===== config.mk =====
export PLATFORM = sky130hd
export DESIGN_NAME = cbus_slave_decode
export DESIGN_NICKNAME = d
export VERILOG_FILES = /design/src/rtl/cbus_pkg.sv /design/src/rtl/cbus_phase_trk.sv /design/src/rtl/cbus_addr_latch.sv /design/src/rtl/cbus_xfer_gen.sv /design/src/rtl/cbus_slave_decode.sv
export SDC_FILE = /design/constraint.sdc
export NUM_CORES = 1
export LEC_CHECK = 0
export ABC_AREA = 1
export BUFFER_PORTS_ARGS = -buffer_cell sky130_fd_sc_hd__buf_2
export CAP_MARGIN = 15
export CORE_ASPECT_RATIO = 0.8
export CORE_UTILIZATION = 47
export CTS_BUF_LIST = sky130_fd_sc_hd__clkbuf_16
export CTS_CLUSTER_SIZE = 10
export DETAILED_ROUTE_END_ITERATION = 7
export GPL_ROUTABILITY_DRIVEN = 0
export PLACE_DENSITY = 0.76
export SYNTH_ARGS = -nofsm -noshare
export SYNTH_HDL_FRONTEND = slang
export SYNTH_SLANG_ARGS = --single-unit

===== constraint.sdc =====
create_clock -name clk -period 1.35 [get_ports clk]
set_input_delay 0.0675 -clock clk [delete_from_list [all_inputs] [get_ports clk]]
set_output_delay 0.0675 -clock clk [all_outputs]
set_load 0.1 [all_outputs]

===== src/rtl/cbus_pkg.sv =====
package cbus_pkg;
  localparam int ID_W = 5;
  localparam int CL_W = 4;

  typedef enum logic [2:0] {
    CY_DIRECT = 3'd0,
    CY_T64    = 3'd1,
    CY_TBLA   = 3'd2,
    CY_TVME   = 3'd3,
    CY_RSV    = 3'd4
  } cyc_e;

  function automatic cyc_e cyc_decode(input logic [CL_W-1:0] cl);
    if (cl[3])              return CY_DIRECT;
    else if (!cl[2])        return CY_T64;
    else if (cl[1:0] == 2'b00) return CY_TBLA;
    else if (cl[1:0] == 2'b11) return CY_TVME;
    else                    return CY_RSV;
  endfunction

  // returns {hit, broadcast}
  function automatic logic [1:0] dev_match(input logic [ID_W-1:0] dn,
                                           input logic [ID_W-1:0] own,
                                           input logic online,
                                           input logic ben);
    if (dn == '0) return {online & ben, online & ben};
    else          return {dn == own, 1'b0};
  endfunction
endpackage


===== src/rtl/cbus_phase_trk.sv =====
module cbus_phase_trk (
  input  logic clk,
  input  logic rst_n,
  input  logic as_i,
  input  logic ds_i,
  output logic as_rise_o,
  output logic ds_rise_o
);
  logic as_q, ds_q;

  always_ff @(posedge clk) begin
    if (!rst_n) begin
      as_q <= 1'b0;
      ds_q <= 1'b0;
    end else begin
      as_q <= as_i;
      ds_q <= ds_i;
    end
  end

  assign as_rise_o = as_i & ~as_q;
  assign ds_rise_o = ds_i & ~ds_q;

  a_r7_ds_edge_single: assert property (@(posedge clk) disable iff (!rst_n)
    ds_rise_o |=> !ds_rise_o);
endmodule


===== src/rtl/cbus_addr_latch.sv =====
module cbus_addr_latch
  import cbus_pkg::*;
(
  input  logic            clk,
  input  logic            rst_n,
  input  logic            as_i,
  input  logic            as_rise_i,
  input  logic [CL_W-1:0] cl_i,
  input  logic [ID_W-1:0] id_i,
  input  logic [ID_W-1:0] own_dn_i,
  input  logic            online_i,
  input  logic            bcast_en_i,
  output logic            act_o,
  output logic            bcast_o,
  output cyc_e            cyc_o,
  output logic [1:0]      ae_hi_o
);
  cyc_e       cyc_now;
  logic [1:0] match_now;

  assign cyc_now   = cyc_decode(cl_i);
  assign match_now = dev_match(id_i, own_dn_i, online_i, bcast_en_i);

  always_ff @(posedge clk) begin
    if (!rst_n) begin
      act_o   <= 1'b0;
      bcast_o <= 1'b0;
      cyc_o   <= CY_DIRECT;
      ae_hi_o <= 2'b00;
    end else if (as_rise_i) begin
      act_o   <= match_now[1] && (cyc_now != CY_RSV);
      bcast_o <= match_now[0] && (cyc_now != CY_RSV);
      cyc_o   <= cyc_now;
      ae_hi_o <= cl_i[1:0];
    end else if (!as_i) begin
      act_o   <= 1'b0;
      bcast_o <= 1'b0;
    end
  end

  a_r6_no_reserved_sel: assert property (@(posedge clk) disable iff (!rst_n)
    act_o |-> cyc_o != CY_RSV);
  a_r3_bcast_implies_sel: assert property (@(posedge clk) disable iff (!rst_n)
    bcast_o |-> act_o);
  a_r9_drop_on_as_low: assert property (@(posedge clk) disable iff (!rst_n)
    !as_i |=> !act_o);
endmodule


===== src/rtl/cbus_xfer_gen.sv =====
module cbus_xfer_gen
  import cbus_pkg::*;
#(
  parameter int AD_W = 32,
  localparam int WA_W = AD_W - 2
) (
  input  logic            clk,
  input  logic            rst_n,
  input  logic            as_i,
  input  logic            as_rise_i,
  input  logic            ds_rise_i,
  input  logic            act_i,
  input  logic            write_i,
  input  logic [WA_W-1:0] wa_i,
  input  logic [AD_W-1:0] ad_i,
  input  logic [ID_W-1:0] id_i,
  output logic            rd_stb_o,
  output logic            wr_stb_o,
  output logic [ID_W-1:0] fld_o,
  output logic [WA_W-1:0] waddr_o,
  output logic [AD_W-1:0] wdata_o
);
  logic [WA_W-1:0] wa_cnt;
  logic            fire;

  assign fire = ds_rise_i & act_i & as_i;

  always_ff @(posedge clk) begin
    if (!rst_n) begin
      wa_cnt   <= '0;
      rd_stb_o <= 1'b0;
      wr_stb_o <= 1'b0;
      fld_o    <= '0;
      waddr_o  <= '0;
      wdata_o  <= '0;
    end else begin
      rd_stb_o <= fire & ~write_i;
      wr_stb_o <= fire & write_i;
      if (as_rise_i) begin
        wa_cnt <= wa_i;
      end else if (fire) begin
        wa_cnt <= wa_cnt + 1'b1;
      end
      if (fire) begin
        fld_o   <= id_i;
        waddr_o <= wa_cnt;
        wdata_o <= ad_i;
      end
    end
  end

  a_r7_strobe_exclusive: assert property (@(posedge clk) disable iff (!rst_n)
    $onehot0({rd_stb_o, wr_stb_o}));
  a_r7_strobe_one_cycle: assert property (@(posedge clk) disable iff (!rst_n)
    (rd_stb_o || wr_stb_o) |=> !(rd_stb_o || wr_stb_o));
  a_r4_strobe_needs_sel: assert property (@(posedge clk) disable iff (!rst_n)
    (rd_stb_o || wr_stb_o) |-> act_i);
  a_r8_addr_steps: assert property (@(posedge clk) disable iff (!rst_n)
    (fire && !as_rise_i) |=> wa_cnt == waddr_o + 1'b1);
endmodule


===== src/rtl/cbus_slave_decode.sv =====
module cbus_slave_decode
  import cbus_pkg::*;
#(
  parameter int AD_W = 32,
  localparam int WA_W = AD_W - 2
) (
  input  logic            clk,
  input  logic            rst_n,
  input  logic            as_i,
  input  logic            ds_i,
  input  logic            write_i,
  input  logic [AD_W-1:0] ad_i,
  input  logic [CL_W-1:0] cl_i,
  input  logic [ID_W-1:0] id_i,
  input  logic [ID_W-1:0] own_dn_i,
  input  logic            online_i,
  input  logic            bcast_en_i,
  output logic            sel_o,
  output logic            bcast_o,
  output logic [2:0]      cyc_o,
  output logic [1:0]      ae_hi_o,
  output logic            rd_stb_o,
  output logic            wr_stb_o,
  output logic [ID_W-1:0] fld_o,
  output logic [WA_W-1:0] waddr_o,
  output logic [AD_W-1:0] wdata_o
);
  logic as_rise, ds_rise, act;
  cyc_e cyc_q;

  cbus_phase_trk u_trk (
    .clk(clk), .rst_n(rst_n), .as_i(as_i), .ds_i(ds_i),
    .as_rise_o(as_rise), .ds_rise_o(ds_rise)
  );

  cbus_addr_latch u_lat (
    .clk(clk), .rst_n(rst_n), .as_i(as_i), .as_rise_i(as_rise),
    .cl_i(cl_i), .id_i(id_i), .own_dn_i(own_dn_i), .online_i(online_i),
    .bcast_en_i(bcast_en_i), .act_o(act), .bcast_o(bcast_o),
    .cyc_o(cyc_q), .ae_hi_o(ae_hi_o)
  );

  cbus_xfer_gen #(.AD_W(AD_W)) u_xfr (
    .clk(clk), .rst_n(rst_n), .as_i(as_i), .as_rise_i(as_rise),
    .ds_rise_i(ds_rise), .act_i(act), .write_i(write_i),
    .wa_i(ad_i[AD_W-1:2]), .ad_i(ad_i), .id_i(id_i),
    .rd_stb_o(rd_stb_o), .wr_stb_o(wr_stb_o), .fld_o(fld_o),
    .waddr_o(waddr_o), .wdata_o(wdata_o)
  );

  assign sel_o = act;
  assign cyc_o = cyc_q;
endmodule


==> flow_metrics.py <==
metrics = {
    "worst_setup_path": {
        "slowest_stage": "dfxtp_1",
        "path_cells": "nand2_1 > nor2_2 > nand2_4 > nor2_4 > xor2_1 > nand2_1 > a21oi_2",
        "cpMostUsedCell": "nand2_1",
        "worstPathRequired_ps": 1640,
        "worstSetupStartpointType": "register",
        "crit_fanout": 5,
        "max_stage_delay_ps": 410,
        "crit_arrival_ps": 1940,
        "worstSetupPathType": "register to register",
        "worst_setup_path_end_kind": "register",
    },
    "pwr": {
        "power_density_mw_per_mm2": 946,
        "vdd_drop_max_mv": 0.761,
        "total_leakage_power_nw": 3.50,
    },
    "route": {
        "drt_iter0_markers": 857,
        "drt-wirelength-per-cell_um": 18.8,
        "drt-pass1-iter-count": 7,
        "routed_via_density": 5.70,
        "antenna_left": 0,
        "vias": 6040,
        "drcViolationCount": 0,
        "wl_mm": 19.9,
    },
    "run_status": {
        "status": "finished, violations left",
        "failed_checks": "negative hold slack, negative setup slack",
    },
    "timing": {
        "drv_slew": 0,
        "max_freq_mhz": 609,
        "rsz0062_at_grt": "yes",
        "period_share_pct": 122,
        "report.final.setup_viol": 28,
        "fin_crit_ps": 1640,
        "skew_ps": 6.65,
        "slew_headroom_pct": 65.9,
        "holdWs_ps": -9.65,
        "worst_pin_slew_ps": 515,
        "hold_violations": 2,
        "layout_setup_ws_ps": -292,
    },
    "global_routing": {
        "antenna_found_initial": 0,
        "grt_pass1_vias": 5185,
        "grt_start_max_net_pins": 51,
        "grt_use_total_pct": 29.6,
        "grt_pass1_wl_mm": 24.9,
        "overflow": 0,
    },
    "yosys": {
        "ys_types": 29,
        "avgSynthCellArea_um2": 6.91,
        "syn-num-nets": 756,
        "synth_area_mm2": 0.00484,
        "yosysSeqAreaShare_pct": 44.7,
        "synthesis.instances": 701,
        "ys_warn_count": 0,
        "synth.ff_latch_count": 108,
    },
    "place": {
        "placed_cell_area_mm2": 0.00607,
        "hpwlAfterDp_mm": 10.2,
        "io_buffer_count": 128,
        "dp.cells": 993,
    },
    "clock_tree": {
        "numCtsBuffers": 9,
        "clock-root-buffer": "clkbuf_16",
        "clk_pin_slew_worst_paths_ps": 70,
        "clock_latency_ps": 350,
        "clock_sinks": 108,
        "clk_path_buf_depth": 2,
        "cts_tree": "built",
        "h-tree-depth": 3,
    },
    "floorplan": {
        "num_rows": 32,
        "die_h_um": 92.8,
        "core_area_mm2": 0.00981,
        "start_util_pct": 49.4,
        "pin_count": 129,
        "die_w_um": 115,
        "design.die.area_mm2": 0.0107,
    },
    "cells_and_area": {
        "final_nets": 976,
        "fin_cells": 1060,
        "multi_input_area_mm2": 0.00264,
        "num_antenna_cells": 0,
        "drive_gt1_share_pct": 36.0,
        "syn2layout_area_growth_pct": 54.8,
        "seq_area_mm2": 0.00220,
        "fillerInstances": 605,
        "postLayoutCellArea_mm2": 0.00750,
    },
    "job": {
        "cap_viol_max_count": 0,
    },
    "worst_hold_path": {
        "min_path_type": "input port to register",
    },
}
[critical path, delay by kind of cell, from the launching register on]
family | cells | cell delay, ps
AO/OA/AOI/OAI | 1 | 130
XOR/XNOR | 1 | 220
flip-flops | 1 | 410
AND/OR/NAND/NOR | 5 | 820
[routing by layer]
metal / global-route usage [%] / part of all wire, % / vias up
met5: 0 / 0 / -
met4: 10.8 / 6.3 / 0
met3: 5.10 / 11 / 142
met2: 48.8 / 45 / 525
met1: 38.6 / 38 / 2689
li1: - / - / 2684
[cells in the mapped netlist]
master      n  area share, %
inv_2       3           0.23
nor2_2      3           0.39
o22ai_1     9            1.2
nor3_1      5           0.52
a21oi_1    68            7.0
xor2_1     12            2.2
clkbuf_1   18            1.4
nand4_1     4           0.52
and3_1      1           0.13
and2_1      1           0.13
nand3_1    37            3.8
buf_2      11            1.1
o211ai_1    2           0.31
buf_4       3           0.47
nor2_4      2           0.47
inv_1      85            6.6
a22oi_1     1           0.16
nor2_1    104            8.1
ha_1        2           0.52
o21ai_0    80            8.3
nand2_1   129             10
nand2_2     1           0.13
buf_6       1           0.23
xnor2_1     1           0.18
o21ai_1     2           0.21
dfxtp_1   108             45
a31oi_1     5           0.65
a211oi_1    2           0.31
a221oi_1    1           0.18
[stage by stage]
step | hold slack (ps) | TNS, ps | setup WS [ps] | power (mW) | util [%]
after floorplan | 147 | -4240 | -148 | 3.77 | -
after global placement | 258 | -1720 | -139 | 4.05 | 61.9
after detailed placement | 266 | -4990 | -241 | 4.07 | 61.9
after CTS | 0.462 | -511 | -88.2 | 6.88 | 70.5
after global routing | 2.66 | -5910 | -309 | 7.24 | 76.4
final | -9.65 | -3730 | -292 | 7.09 | 76.4
[flip-flops by register name, indices dropped and copies added (netlist names)]
name,count
u_xfr.wdata_o,32
u_xfr.wa_cnt,30
u_xfr.waddr_o,30
u_xfr.fld_o,5
u_lat.cyc_o,3
u_lat.ae_hi_o,2
u_lat.act_o,1
u_lat.bcast_o,1
u_trk.as_q,1
u_trk.ds_q,1
u_xfr.rd_stb_o,1
u_xfr.wr_stb_o,1
[cell type report]
class	count	share of cell area, %
timing repair buffer	242	24.6
multi-input combinational	472	35.2
inverter	88	4.51
sequential	108	29.3
clock buffer	9	3.00
tap	136	2.27
clock inverter	5	1.07
[path summary, 6_finish.rpt]
kind | startpoint | endpoint | slack, ps | cells after the start
worst max-delay path | u_xfr.wa_cnt[4] | u_xfr.wa_cnt[16] | -290 | 7
worst min register to register | u_xfr.waddr_o[0] | u_xfr.waddr_o[0] | 480 | 2
worst max register to register | u_xfr.wa_cnt[4] | u_xfr.wa_cnt[16] | -290 | 7
worst min-delay path | ad_i[8] | u_xfr.wdata_o[8] | -10 | 3
[repair_timing]
action	CTS	global route
pin swaps	13	41
setup endpoints to repair	68	78
hold endpoints to repair	37	0
buffers inserted	4	11
hold buffers	33	0
gates resized for setup	50	117
cloned	1	4
[report_power, final]
group	switching (mW)	internal [mW]
Clock	1.21	1.60
Sequential	0.0895	3.26
Combinational	0.562	0.367
[placed cells by master (no fill, tap or decap), types with 2 or more instances in the layout]
cell           instances
nand3_1               25
buf_12                 9
inv_4                  3
o22ai_4                2
dfxtp_4                5
nand2_2               15
o21ai_1               14
xor2_1                 9
a21oi_1               62
buf_2                128
nor2_4                19
bufinv_16              2
nand2_4                6
o22ai_2                3
nand4_1                4
o21ai_0               65
inv_1                 84
dfxtp_1               89
nand3_2               11
xor2_2                 3
a211oi_1               2
a21oi_2                6
a31oi_1                4
dfxtp_2               14
inv_2                  2
clkbuf_16             13
nand2_1              109
dlygate4sd3_1         33
o211ai_1               2
nor2_1                77
nor3_1                 4
o21ai_2                2
nor2_2                13
buf_16                 2
buf_4                 54
buf_6                 12
o22ai_1                4
[cell families after synthesis]
| kind of cell | share of synthesized area (%) |
|---|---|
| adders and majority gates | 0.517 |
| xor gates and xnor gates | 2.35 |
| DFF | 44.7 |
| buffers and inverters | 10.1 |
| and+or+nand+nor | 24.2 |
| AOI/OAI and AO/OA | 18.3 |
Power figures use the tool's default switching activity.
